**config.mk**
```make
export PLATFORM = sky130hd
export DESIGN_NAME = alu_exec_unit
export DESIGN_NICKNAME = d
export VERILOG_FILES = /design/src/rtl/alu_exec_pkg.sv /design/src/rtl/alu_opnd_ext.sv /design/src/rtl/alu_addsub.sv /design/src/rtl/alu_bitwise.sv /design/src/rtl/alu_shifter.sv /design/src/rtl/alu_exec_unit.sv
export SDC_FILE = /design/constraint.sdc
export NUM_CORES = 1
export LEC_CHECK = 0
export BUFFER_PORTS_ARGS = -buffer_cell sky130_fd_sc_hd__buf_2
export CELL_PAD_IN_SITES_DETAIL_PLACEMENT = 0
export CELL_PAD_IN_SITES_GLOBAL_PLACEMENT = 1
export CORE_MARGIN = 2
export CORE_UTILIZATION = 40
export DETAILED_ROUTE_END_ITERATION = 8
export GPL_ROUTABILITY_DRIVEN = 0
export PLACE_DENSITY = 0.81
export SETUP_SLACK_MARGIN = 0.02
export SLEW_MARGIN = 15
export SYNTH_ARGS = -nofsm -noshare
export SYNTH_HDL_FRONTEND = slang
export SYNTH_SLANG_ARGS = --single-unit
```
**constraint.sdc**
```tcl
create_clock -name vclk -period 10.3
set_clock_uncertainty 0.05 [all_clocks]
set_input_delay 2.06 -clock vclk [all_inputs]
set_output_delay 2.06 -clock vclk [all_outputs]
set_load 0.03 [all_outputs]
```
**src/rtl/alu_exec_pkg.sv**
```systemverilog
package alu_exec_pkg;
  localparam int unsigned OP_W = 4;

  typedef enum logic [OP_W-1:0] {
    OP_ADD  = 4'd0,
    OP_ADDU = 4'd1,
    OP_SUB  = 4'd2,
    OP_SUBU = 4'd3,
    OP_AND  = 4'd4,
    OP_OR   = 4'd5,
    OP_XOR  = 4'd6,
    OP_NOR  = 4'd7,
    OP_SLL  = 4'd8,
    OP_SRL  = 4'd9,
    OP_SRA  = 4'd10,
    OP_LUI  = 4'd11
  } alu_op_e;

  typedef enum logic [1:0] {
    LG_AND = 2'd0,
    LG_OR  = 2'd1,
    LG_XOR = 2'd2,
    LG_NOR = 2'd3
  } logic_fn_e;

  function automatic logic is_arith(input logic [OP_W-1:0] op);
    return op[3:2] == 2'b00;
  endfunction

  function automatic logic is_bitwise(input logic [OP_W-1:0] op);
    return op[3:2] == 2'b01;
  endfunction
endpackage

```
**src/rtl/alu_opnd_ext.sv**
```systemverilog
module alu_opnd_ext
  import alu_exec_pkg::*;
#(
  parameter int unsigned DATA_W = 32,
  parameter int unsigned IMM_W  = 16
) (
  input  logic [OP_W-1:0]   op_i,
  input  logic [DATA_W-1:0] b_i,
  input  logic [IMM_W-1:0]  imm_i,
  input  logic              use_imm_i,
  output logic [DATA_W-1:0] opnd_o
);
  localparam int unsigned EXT_W = DATA_W - IMM_W;

  logic [DATA_W-1:0] imm_sext;
  logic [DATA_W-1:0] imm_zext;

  assign imm_sext = {{EXT_W{imm_i[IMM_W-1]}}, imm_i};
  assign imm_zext = {{EXT_W{1'b0}}, imm_i};

  always_comb begin
    opnd_o = b_i;
    if (use_imm_i) begin
      if (is_arith(op_i)) begin
        opnd_o = imm_sext;
      end else if (is_bitwise(op_i)) begin
        opnd_o = imm_zext;
      end
    end
  end
endmodule

```
**src/rtl/alu_addsub.sv**
```systemverilog
module alu_addsub #(
  parameter int unsigned DATA_W = 32
) (
  input  logic [DATA_W-1:0] a_i,
  input  logic [DATA_W-1:0] b_i,
  input  logic              sub_i,
  input  logic              trap_en_i,
  output logic [DATA_W-1:0] sum_o,
  output logic              ovf_o
);
  localparam int unsigned MSB = DATA_W - 1;

  logic [DATA_W-1:0] b_eff;
  logic              same_sign;
  logic              sign_flip;

  assign b_eff     = sub_i ? ~b_i : b_i;
  assign sum_o     = a_i + b_eff + {{(DATA_W-1){1'b0}}, sub_i};
  assign same_sign = (a_i[MSB] == b_eff[MSB]);
  assign sign_flip = (sum_o[MSB] != a_i[MSB]);
  assign ovf_o     = trap_en_i & same_sign & sign_flip;
endmodule

```
**src/rtl/alu_bitwise.sv**
```systemverilog
module alu_bitwise
  import alu_exec_pkg::*;
#(
  parameter int unsigned DATA_W = 32
) (
  input  logic [DATA_W-1:0] a_i,
  input  logic [DATA_W-1:0] b_i,
  input  logic [1:0]        fn_i,
  output logic [DATA_W-1:0] res_o
);
  always_comb begin
    unique case (logic_fn_e'(fn_i))
      LG_AND:  res_o = a_i & b_i;
      LG_OR:   res_o = a_i | b_i;
      LG_XOR:  res_o = a_i ^ b_i;
      default: res_o = ~(a_i | b_i);
    endcase
  end
endmodule

```
**src/rtl/alu_shifter.sv**
```systemverilog
module alu_shifter #(
  parameter int unsigned DATA_W = 32,
  parameter int unsigned SH_W   = $clog2(DATA_W)
) (
  input  logic [DATA_W-1:0] src_i,
  input  logic [SH_W-1:0]   amt_i,
  input  logic              left_i,
  input  logic              arith_i,
  output logic [DATA_W-1:0] res_o
);
  logic [DATA_W-1:0] src_rev;
  logic [DATA_W-1:0] stg_in;
  logic [DATA_W-1:0] stg [0:SH_W];
  logic [DATA_W-1:0] out_rev;
  logic              fill;

  // A left shift is a right shift of the bit-reversed word.
  for (genvar i = 0; i < DATA_W; i++) begin : g_rev
    assign src_rev[i] = src_i[DATA_W-1-i];
    assign out_rev[i] = stg[SH_W][DATA_W-1-i];
  end

  assign stg_in = left_i ? src_rev : src_i;
  assign fill   = arith_i & ~left_i & src_i[DATA_W-1];
  assign stg[0] = stg_in;

  for (genvar k = 0; k < SH_W; k++) begin : g_stage
    localparam int unsigned STEP = 2 ** k;
    assign stg[k+1] = amt_i[k]
      ? {{STEP{fill}}, stg[k][DATA_W-1:STEP]}
      : stg[k];
  end

  assign res_o = left_i ? out_rev : stg[SH_W];
endmodule

```
**src/rtl/alu_exec_unit.sv**
```systemverilog
module alu_exec_unit
  import alu_exec_pkg::*;
#(
  parameter int unsigned DATA_W = 32,
  parameter int unsigned IMM_W  = 16,
  parameter int unsigned SH_W   = 5
) (
  input  logic [3:0]        op_i,
  input  logic [DATA_W-1:0] a_i,
  input  logic [DATA_W-1:0] b_i,
  input  logic [IMM_W-1:0]  imm_i,
  input  logic              use_imm_i,
  input  logic [SH_W-1:0]   shamt_i,
  input  logic              wr_en_i,
  output logic [DATA_W-1:0] result_o,
  output logic              ovf_o,
  output logic              wr_en_o
);
  localparam int unsigned LOW_W = DATA_W - IMM_W;

  logic [DATA_W-1:0] opnd_b;
  logic [DATA_W-1:0] sum;
  logic [DATA_W-1:0] bit_res;
  logic [DATA_W-1:0] sh_res;
  logic [DATA_W-1:0] lui_res;
  logic              add_ovf;
  logic              legal;
  logic              sel_arith;
  logic              sel_bit;
  logic              sel_shift;

  alu_opnd_ext #(.DATA_W(DATA_W), .IMM_W(IMM_W)) u_ext (
    .op_i      (op_i),
    .b_i       (b_i),
    .imm_i     (imm_i),
    .use_imm_i (use_imm_i),
    .opnd_o    (opnd_b)
  );

  // op bit 1 selects subtract, op bit 0 selects the unsigned (no trap) form.
  alu_addsub #(.DATA_W(DATA_W)) u_addsub (
    .a_i       (a_i),
    .b_i       (opnd_b),
    .sub_i     (op_i[1]),
    .trap_en_i (sel_arith & ~op_i[0]),
    .sum_o     (sum),
    .ovf_o     (add_ovf)
  );

  alu_bitwise #(.DATA_W(DATA_W)) u_bitwise (
    .a_i   (a_i),
    .b_i   (opnd_b),
    .fn_i  (op_i[1:0]),
    .res_o (bit_res)
  );

  alu_shifter #(.DATA_W(DATA_W), .SH_W(SH_W)) u_shift (
    .src_i   (b_i),
    .amt_i   (shamt_i),
    .left_i  (op_i == OP_SLL),
    .arith_i (op_i == OP_SRA),
    .res_o   (sh_res)
  );

  assign lui_res   = {imm_i, {LOW_W{1'b0}}};
  assign sel_arith = is_arith(op_i);
  assign sel_bit   = is_bitwise(op_i);
  assign sel_shift = (op_i == OP_SLL) | (op_i == OP_SRL) | (op_i == OP_SRA);
  assign legal     = sel_arith | sel_bit | sel_shift | (op_i == OP_LUI);

  always_comb begin
    result_o = '0;
    if (sel_arith) begin
      result_o = sum;
    end else if (sel_bit) begin
      result_o = bit_res;
    end else if (sel_shift) begin
      result_o = sh_res;
    end else if (op_i == OP_LUI) begin
      result_o = lui_res;
    end
  end

  assign ovf_o   = add_ovf;
  assign wr_en_o = wr_en_i & legal & ~add_ovf;
endmodule

```
**After elaboration in Yosys (flattened, before gate mapping)**

Cells that the tools add are included.

- Output and inout port bits: 34
- Word-level logic and storage cells: 49
- Register bits: 0
- Bits of input ports: 91

- $add $sub $neg: 2
- Bitwise logic cells: 20
- Reductions and logical operators: 2
- Equality and inequality tests: 9
- Mux-type cells: 16

Operators by type and width:

| cell | number |
|---|---|
| 32-bit two-way mux | 15 |
| 32-bit case mux with 3 select lines | 1 |
| 32-bit inverter | 2 |
| 32-bit by 1-bit adder with 32-bit output | 1 |
| 32-bit adder | 1 |
| 32-bit bitwise AND | 1 |
| 32-bit bitwise OR | 1 |
| 32-bit XOR | 1 |
| 4-bit equality test, second input constant | 4 |
| 1-bit bitwise AND | 7 |
| 1-bit bitwise OR | 5 |
| 2-bit by 1-bit equality test with 1-bit output, second input constant | 2 |
| 2-bit zero test | 2 |
| 1-bit inverter | 3 |
| 2-bit equality test, second input constant | 1 |
| 1-bit equality test | 1 |
| 1-bit != test | 1 |

**Logic depth before layout (Yosys ltp)**

Gate-level depths: netlist (run 1).

- Word-level depth: 13
- Gate-level depth with buffers: 17
- Depth with buffers taken out: 14

**Hierarchy**

From an unflattened synthesis (run 1), not the netlist that was laid out.

- Cells, all modules: 1,231
- Area, all modules: 9,261.4 um^2

By module, submodules not included:

| module | sequential area each (um^2) | cells each | area each (um^2) | instances |
|---|---|---|---|---|
| alu_shifter | 0.0 | 461 | 3,594.7 | 1 |
| alu_bitwise | 0.0 | 306 | 2,242.2 | 1 |
| alu_addsub | 0.0 | 287 | 2,054.5 | 1 |
| alu_exec_unit | 0.0 | 137 | 927.1 | 1 |
| alu_opnd_ext | 0.0 | 40 | 442.9 | 1 |

**Least setup slack after synthesis (run 1)**

Ideal clock, no wire load.

- Path kind: input to output
- Start: input op_i[1]
- End: output result_o[18]
- Arrival: 6.315 ns
- Stages: 16
- Data required time: 8.190 ns
- Path slack: 1.875 ns
- Path buffers: 5
- Cell sequence: buf_6 -> clkbuf_1 -> clkbuf_1 -> clkbuf_1 -> buf_1 -> xnor2_1 -> fa_1 -> a21o_1 -> a221o_1 -> o21a_1 -> a311o_1 -> a21o_1 -> a21oi_1 -> o21ai_0 -> xnor2_1 -> o221ai_1

- Longest elaborated chain between the ends: 13
- Elaborated cells on any way between the ends: 27
- Those cells by class: 2 x add/sub; 6 x eq/ne; 13 x mux; 5 x bitwise; 1 x reduce/logical

RTL lines:

| what | line | text |
|---|---|---|
| start, declared | alu_exec_unit.sv:8 | `input logic [3:0] op_i,` |
| parallel branches: the longest is 12 deep, another holds 32-bit adder | - |  |
| 32-bit two-way mux (*) | alu_exec_unit.sv:73 | `if (sel_arith) begin` |
| end, declared | alu_exec_unit.sv:15 | `output logic [DATA_W-1:0] result_o,` |

Mark *: on every way between the ends.

**Final worst setup path (run 1)**

- Start: input op_i[3]
- End: output result_o[30]

- Longest elaborated chain between the ends: 13
- Elaborated cells on any way between the ends: 34
- Those cells by class: 2 x add/sub; 5 x eq/ne; 16 x mux; 10 x bitwise; 1 x reduce/logical

RTL lines:

| what | line |
|---|---|
| parallel branches: the longest is 12 deep, another holds 32-bit adder | - |
| 32-bit two-way mux (*) | alu_exec_unit.sv:73 |

Marked as above.

==> results.sh, run 1 <==
export IMPL_status="finished, final reports clean"
export IMPL_cp_slowest_cell="nor3b_2"
export IMPL_syn_area_sq_um=7440
export IMPL_synth_compound_area_share_pct=29.2
export IMPL_min_path_type="in2out"
export IMPL_critPathLaunchType="input pin"
export IMPL_hp_start="wr_en_i"
export IMPL_io_pins=125
export IMPL_switching_share_pct=63.0
export IMPL_synthSimpleGateAreaFrac_pct=14.7
export IMPL_drive_gt1_share_pct=18.0
export IMPL_slowest_delay_ns=0.95
export IMPL_antenna_cells=0
export IMPL_die_x_um=140
export IMPL_clkbuf_count=0
export IMPL_p_leak_nw=3.85
export IMPL_dp_hpwl_um=23500
export IMPL_synthAdderAreaFrac_pct=16.1
export IMPL_avgSynthCellArea_sq_um=7.14
export IMPL_post_cts_buffers=0
export IMPL_grt_max_degree=66
export IMPL_power_frac_seq_pct=0
export IMPL_rsz0062_at_grt="no"
export IMPL_critPathMaxFanout=16
export IMPL_hold_slack_ns=4.40
export IMPL_cp_end_kind="output pin"
export IMPL_cp_cell_sequence="buf_2 > nand2b_2 > nor3b_2 > a21oi_1 > xnor2_1 > ha_1 > nand3_1 > nor4b_1 > o211ai_1 > a31oi_1 > a221o_1 > nand2_1 > o31ai_1 > xnor2_1 > o211ai_1 > buf_2"
export IMPL_synth_nets=1228
export IMPL_p_int_w=0.000221
export IMPL_fin_nets=1290
export IMPL_area_delta_synth_final_pct=9.21
export IMPL_cap_violations=0
export IMPL_cts_repair_resized=0
export IMPL_drc=0
export IMPL_min_path_cells=4
export IMPL_die_area_sq_um=19700
export IMPL_nFillCells=1875
export IMPL_coreArea_sq_um=18100
export IMPL_seq_area_sq_um=0
export IMPL_fmax_mhz=116
export IMPL_pwr_density_cell_nw_per_um2=73.3
export IMPL_combPwrFrac_pct=100.0
export IMPL_drtIter0Drc=1040
export IMPL_worst_slew_pin_slew_ns=1.10
export IMPL_grt_first_pass_wirelength_um=43900
export IMPL_ctsHoldBuffers=0
export IMPL_synthMuxAreaShare_pct=23.9
export IMPL_synth_common_cells="a21oi_1, ha_1, inv_1, nand2_1, o21ai_0"
export IMPL_synth_cell_types=65
export IMPL_period_needed_ns=8.64
export IMPL_tns_ns=0
export IMPL_grtUsageTotal_pct=28.2
export IMPL_grt_pass1_vias=7577
export IMPL_crit_required_ns=8.19
export IMPL_ys_warn_count=0
export IMPL_synth_xor_area_share_pct=7.06
export IMPL_die_h_um=140
export IMPL_gr_total_overflow=0
export IMPL_synth_area_top_cells="ha_1, mux2i_1, mux4_2"
export IMPL_fin_util_pct=44.9
export IMPL_viasPerCell=6.34
export IMPL_finalHoldViolations=0
export IMPL_syn_inst=1042
export IMPL_rows=49
export IMPL_ir_drop_v=0.0000482
export IMPL_routed_wl_um=29400
export IMPL_min_period_over_period_pct=83.9
export IMPL_whs_endpoint="wr_en_o"
export IMPL_clkPwrFrac_pct=0
export IMPL_ys_seq_area_share_pct=0
export IMPL_yosysMostFrequentCell="a21oi_1"
export IMPL_initial_core_util_pct=41.1
export IMPL_yosys_area_top_type="ha_1"
export IMPL_firstDrtPassIters=6
export IMPL_avgRoutedWirePerCell_um=22.1
export IMPL_critical_path_class="in2out"
export IMPL_vias=8442
export IMPL_finalMaxSlewViolations=0
export IMPL_port_buffers=125
export IMPL_synth_top_area_share_pct=15.8
export IMPL_nFlopsAndLatches=0
export IMPL_synth_top_family_by_area="compound AO/OA/AOI/OAI gates"
export IMPL_slew_headroom_pct=26.2
export IMPL_antenna_found_initial=0
export IMPL_ant_nets=0
export IMPL_multi_input_area_sq_um=6780
export IMPL_setup_viol=0
export IMPL_p_sw_w=0.000375
export IMPL_critical_path_arrival_ns=6.53
-- metrics by stage --
stage / area, sq um / cells / total power, W / worst slack [ns]
after floorplan: 7440 / 1042 / 0.000413 / 1.87
after global placement: 8130 / 1331 / 0.000579 / 1.95
after detailed placement: 8130 / 1331 / 0.000581 / 1.84
after CTS: 8130 / 1331 / 0.000583 / 1.81
after global routing: 8130 / 1331 / 0.000643 / 1.35
final: 8130 / 1331 / 0.000596 / 1.66
-- final cells by class --
type	instances	area share, %
Inverter	94	4.34
Multi-Input combinational cell	872	83.4
Timing Repair Buffer	136	8.75
Tap cell	229	3.53
-- metal layers --
layer | GRT usage [%] | part of all wire [%] | up-vias
met5 | 0 | 0 | -
met4 | 9.68 | 4.2 | 0
met3 | 6.60 | 11 | 75
met2 | 44.6 | 44 | 490
met1 | 37.7 | 41 | 3933
li1 | - | - | 3944
-- layout by cell type (no fill, tap or decap), types with 7 or more instances in the layout --
cell        n
buf_2     124
a21oi_1   104
ha_1       94
inv_1      92
nand2_1    92
o21ai_0    83
mux2i_1    78
nor2_1     78
xnor2_1    50
a211oi_1   41
mux4_2     32
o211ai_1   15
mux2_2     13
a21o_1     12
and2_1     12
nor3_1     12
a221oi_1   12
buf_4      12
xor2_1     10
o22ai_1     9
a31oi_1     8
nand3_1     7
nand2b_1    7
o21ai_1     7
-- power by group through the flow --
stage	clock, W	sequential, W	combinational, W
floorplan	0	0	0.000413
global placement	0	0	0.000579
detailed placement	0	0	0.000581
CTS	0	0	0.000583
global route	0	0	0.000643
finish	0	0	0.000596
-- worst max path at each step --
stage / startpoint / end / slack, ns / cells past startpoint
after floorplan: op_i[1] / result_o[18] / 1.87 / 16
after global routing: op_i[3] / result_o[28] / 1.35 / 16
after global placement: op_i[3] / result_o[28] / 1.95 / 16
final: op_i[3] / result_o[30] / 1.66 / 16
after detailed placement: op_i[3] / result_o[28] / 1.84 / 16
after CTS: op_i[3] / result_o[30] / 1.81 / 16
-- critical path: cells and delay by family --
kind	cells	cell delay, ns
buf+inv	2	0.36
simple gates	5	1.82
compound gates	6	1.57
xor+xnor	2	0.30
fa+ha+maj	1	0.40
-- cells by family after synthesis --
| kind of cell | Yosys count |
|---|---|
| AND/OR/NAND/NOR | 241 |
| multiplexers | 129 |
| AO/OA/AOI/OAI | 347 |
| XOR/XNOR | 60 |
| adder cells (fa/ha/maj) | 95 |
| buffers and inverters | 170 |
Power figures use the tool's default switching activity.
==> run 2, diff against run 1 <==
- CORE_UTILIZATION: 40 -> 39
- PLACE_DENSITY: 0.81 -> 0.82
- clock period: 10.3 -> 7.9 ns (I/O delays scaled with it)
==> run 2 against run 1 <==
Against the previous run:
- combinational power rose by 31%
- worst hold slack lost 0.96 ns
- global-route usage increased by 0.095 points
- utilization down 1.3 points
- die area increased by 2.5%
- via count up 0.89%
- first-iteration DRC count decreased by 5.1%
- design area up 0.38%
- cell count is 0.53% higher
- sequential share of layout area did not move
- critical endpoint unchanged
==> results.sh, run 2 (synthesis results as in run 1) <==
export IMPL_ctsHoldBuffers=0
export IMPL_io_pins=125
export IMPL_initial_core_util_pct=39.8
export IMPL_nFlopsAndLatches=0
export IMPL_vias=8517
export IMPL_gr_total_overflow=0
export IMPL_post_dp_cell_area_sq_um=8160
export IMPL_viasPerCell=6.37
export IMPL_slew_headroom_pct=19.0
export IMPL_antenna_found_initial=0
export IMPL_finalHoldViolations=0
export IMPL_dp_cells=1338
export IMPL_stdcell_area_sq_um=8160
export IMPL_clkbuf_count=0
export IMPL_min_period_over_period_pct=96.9
export IMPL_rows=50
export IMPL_post_cts_buffers=0
export IMPL_drc=0
export IMPL_grt_max_degree=57
export IMPL_drive_gt1_share_pct=18.0
export IMPL_mostFrequentLayoutCells="buf_2, a21oi_1, ha_1"
export IMPL_p_leak_nw=3.87
export IMPL_seq_area_sq_um=0
export IMPL_avgRoutedWirePerCell_um=22.3
export IMPL_die_area_sq_um=20200
export IMPL_firstDrtPassIters=5
export IMPL_grt_first_pass_wirelength_um=44800
export IMPL_fin_ws_ns=0.243
export IMPL_grt_pass1_vias=7686
export IMPL_ant_nets=0
export IMPL_worst_slew_pin_slew_ns=1.21
export IMPL_routed_wl_um=29800
export IMPL_min_path_type="in2out"
export IMPL_pre_cts_ws_ns=0.388
export IMPL_antenna_cells=0
export IMPL_status="finished, final reports clean"
export IMPL_cp_end_kind="output pin"
export IMPL_critPathMaxFanout=16
export IMPL_startpoint="op_i[3]"
export IMPL_p_total_w=0.000780
export IMPL_met2_usage_pct=44.6
export IMPL_pwr_density_cell_nw_per_um2=95.6
export IMPL_critical_path_arrival_ns=6.03
export IMPL_die_h_um=142
export IMPL_grtUsageMet3_pct=3.47
export IMPL_drtIter0Drc=987
export IMPL_cap_violations=0
export IMPL_area_delta_synth_final_pct=9.64
export IMPL_top_usage_layer="met2"
export IMPL_worstSetupEndpoint="result_o[30]"
export IMPL_period_needed_ns=7.66
export IMPL_tns_ns=0
export IMPL_finalMaxSlewViolations=0
export IMPL_rsz0062_at_grt="no"
export IMPL_die_x_um=142
export IMPL_layout_commonest_cell="buf_2"
export IMPL_grtUsageTotal_pct=28.3
export IMPL_fmax_mhz=131
export IMPL_coreArea_sq_um=18700
export IMPL_critical_path_class="in2out"
export IMPL_fin_nets=1292
export IMPL_port_buffers=125
export IMPL_dp_hpwl_um=23900
export IMPL_ir_drop_v=0.0000427
export IMPL_critPathLaunchType="input pin"
export IMPL_crit_required_ns=6.27
export IMPL_grt_use_met1_pct=38.2
export IMPL_layout_cells_non_filler=1338
export IMPL_cts_repair_resized=0
export IMPL_setup_viol=0
[run 2: where the power goes]
group          switching [W]  leakage (nW)  internal, W
clock network              0             0            0
logic               0.000492          3.87     0.000288
registers                  0             0            0
total               0.000492          3.87     0.000288
[run 2: worst min path at each step]
stage	from	endpoint	slack, ns	depth (start not counted)
after global routing	wr_en_i	wr_en_o	3.47	4
final	wr_en_i	wr_en_o	3.44	4
after global placement	wr_en_i	wr_en_o	3.44	4
after floorplan	wr_en_i	wr_en_o	3.26	2
after detailed placement	wr_en_i	wr_en_o	3.44	4
after CTS	wr_en_i	wr_en_o	3.44	4
[run 2: layer usage]
layer	up-vias	wire [um]
met4	0	1620
li1	3941	-
met2	506	13200
met3	93	2910
met5	-	0
met1	3977	12000
[run 2: area by class of cell]
type | instances | area (sq um)
fillers | 1974 | 10500
inverters | 94 | 353
multi-input cells | 872 | 6770
well taps | 234 | 293
repair buffers | 138 | 738
[run 2: worst max-delay path: stages]
cell      delay [ns]
buf_2           0.10
nand2b_1        0.31
nor3b_2         0.93
a21oi_1         0.24
xnor2_1         0.20
ha_1            0.38
nand3_1         0.18
nor4b_1         0.33
o211ai_1        0.16
a31oi_1         0.36
a221o_1         0.28
nand2_1         0.07
o31ai_1         0.27
xnor2_1         0.10
o211ai_1        0.26
buf_2           0.26
[run 2: stage by stage]
stage	hold slack, ns	utilization, %
3_3_place_gp	3.44	43.6
2_1_floorplan	3.26	-
6_report	3.44	43.6
3_5_place_dp	3.44	43.6
4_1_cts	3.44	43.6
5_1_grt	3.47	43.6
==> run 3, diff against run 2 <==
- CELL_PAD_IN_SITES_DETAIL_PLACEMENT: 0 -> unset
- CELL_PAD_IN_SITES_GLOBAL_PLACEMENT: 1 -> unset
- CORE_UTILIZATION: 39 -> 40
- PLACE_DENSITY: 0.82 -> 0.64
==> run 3 against run 2 <==
Against the previous run:
- first-iteration DRC count fell by 3.0%
- clock-buffer cell count unchanged
- utilization increased by 1.5 points
- cell count shrank 0.22%
- critical path type unchanged
==> results.sh, run 3 (synthesis results as in run 1) <==
export IMPL_io_pins=125
export IMPL_cap_violations=0
export IMPL_p_leak_nw=3.87
export IMPL_grt_pass1_vias=7734
export IMPL_drive_gt1_share_pct=18.2
export IMPL_avgRoutedWirePerCell_um=22.0
export IMPL_antenna_cells=0
export IMPL_grtUsageTotal_pct=28.4
export IMPL_setup_viol=0
export IMPL_antenna_found_initial=0
export IMPL_die_x_um=140
export IMPL_port_buffers=125
export IMPL_post_cts_buffers=0
export IMPL_seq_area_sq_um=0
export IMPL_critical_path_arrival_ns=5.72
export IMPL_ctsHoldBuffers=0
export IMPL_clkbuf_count=0
export IMPL_grt_first_pass_wirelength_um=44400
export IMPL_coreArea_sq_um=18100
export IMPL_cp_end_kind="output pin"
export IMPL_combPwrFrac_pct=100.0
export IMPL_drc=0
export IMPL_p_int_w=0.000289
export IMPL_cp_slowest_cell="mux2i_1"
export IMPL_p_total_w=0.000776
export IMPL_viasPerCell=6.34
export IMPL_initial_core_util_pct=41.1
export IMPL_rsz0062_at_grt="no"
export IMPL_fmax_mhz=136
export IMPL_mostFrequentLayoutCells="buf_2, a21oi_1, ha_1"
export IMPL_slowest_delay_ns=0.58
export IMPL_cp_cell_sequence="buf_2 > nand2b_2 > buf_4 > mux2i_1 > xnor2_1 > ha_1 > a21oi_1 > nand2_1 > o21a_1 > a311o_1 > a21o_1 > a21oi_1 > xnor2_1 > a221oi_1 > o221ai_1 > buf_2"
export IMPL_power_frac_seq_pct=0
export IMPL_firstDrtPassIters=6
export IMPL_p_sw_w=0.000487
export IMPL_clkPwrFrac_pct=0
export IMPL_layout_commonest_cell="buf_2"
export IMPL_gr_total_overflow=0
export IMPL_ir_drop_v=0.0000471
export IMPL_min_period_over_period_pct=93.0
export IMPL_crit_required_ns=6.27
export IMPL_vias=8470
export IMPL_crit_buf_inv=3
export IMPL_min_path_type="in2out"
export IMPL_tns_ns=0
export IMPL_fin_nets=1294
export IMPL_nFlopsAndLatches=0
export IMPL_critPathLaunchType="input pin"
export IMPL_finalMaxSlewViolations=0
export IMPL_area_delta_synth_final_pct=9.55
export IMPL_routed_wl_um=29400
export IMPL_cts_repair_resized=0
export IMPL_finalHoldViolations=0
export IMPL_cpLargestDelayFamily="compound AO/OA/AOI/OAI gates"
export IMPL_die_area_sq_um=19700
export IMPL_pwr_density_cell_nw_per_um2=95.2
export IMPL_rows=49
export IMPL_worst_slew_pin_slew_ns=1.13
export IMPL_switching_share_pct=62.7
export IMPL_ant_nets=0
export IMPL_slew_headroom_pct=24.8
export IMPL_critPathMaxFanout=32
export IMPL_dp_hpwl_um=23600
export IMPL_drtIter0Drc=957
export IMPL_period_needed_ns=7.35
export IMPL_critical_path_class="in2out"
export IMPL_grt_max_degree=58
export IMPL_die_h_um=140
export IMPL_status="finished, final reports clean"
## run 3: changes by cell type in the layout (fill, tap and decap cells not counted)
cell	previous run	this run
buf_4	13	16
nor3b_1	0	1
nand2b_2	0	1
nand2b_1	8	7
nor3b_2	1	0
buf_12	1	0
## run 3: layout make-up
| cell class | instances | area (sq um) |
|---|---|---|
| Fill cell | 1874 | 9930 |
| Multi-Input combinational cell | 872 | 6770 |
| Timing Repair Buffer | 140 | 741 |
| Inverter | 94 | 353 |
| Tap cell | 229 | 287 |
## run 3: worst paths after layout
kind,end,slack [ns],depth (start not counted),startpoint
worst max-delay path,result_o[16],0.55,16,op_i[3]
worst min-delay path,wr_en_o,3.45,4,wr_en_i
## run 3: per-layer routing
metal | up-vias | GRT usage, % | part of all wire [%] | wire [um]
met4 | 0 | 11.6 | 5.1 | 1490
met5 | - | 0 | 0 | 0
li1 | 3945 | - | - | -
met2 | 505 | 45.1 | 44 | 12900
met3 | 85 | 3.62 | 10 | 2930
met1 | 3935 | 39.0 | 41 | 12000
## run 3: per-stage QoR
step                      cell area [sq um]  instances  hold slack (ns)  utilization (%)  worst slack [ns]
after floorplan                        7440       1042             3.26                -             0.435
after global placement                 8150       1335             3.44             45.1             0.724
after detailed placement               8150       1335             3.45             45.1             0.632
after CTS                              8150       1335             3.45             45.1             0.621
after global routing                   8150       1335             3.47             45.1             0.283
final                                  8150       1335             3.45             45.1             0.553
## run 3: power by group through the flow
stage               Sequential [W]  Clock [W]  Combinational (W)
floorplan                        0          0           0.000539
global placement                 0          0           0.000753
detailed placement               0          0           0.000756
CTS                              0          0           0.000760
global route                     0          0           0.000836
finish                           0          0           0.000776
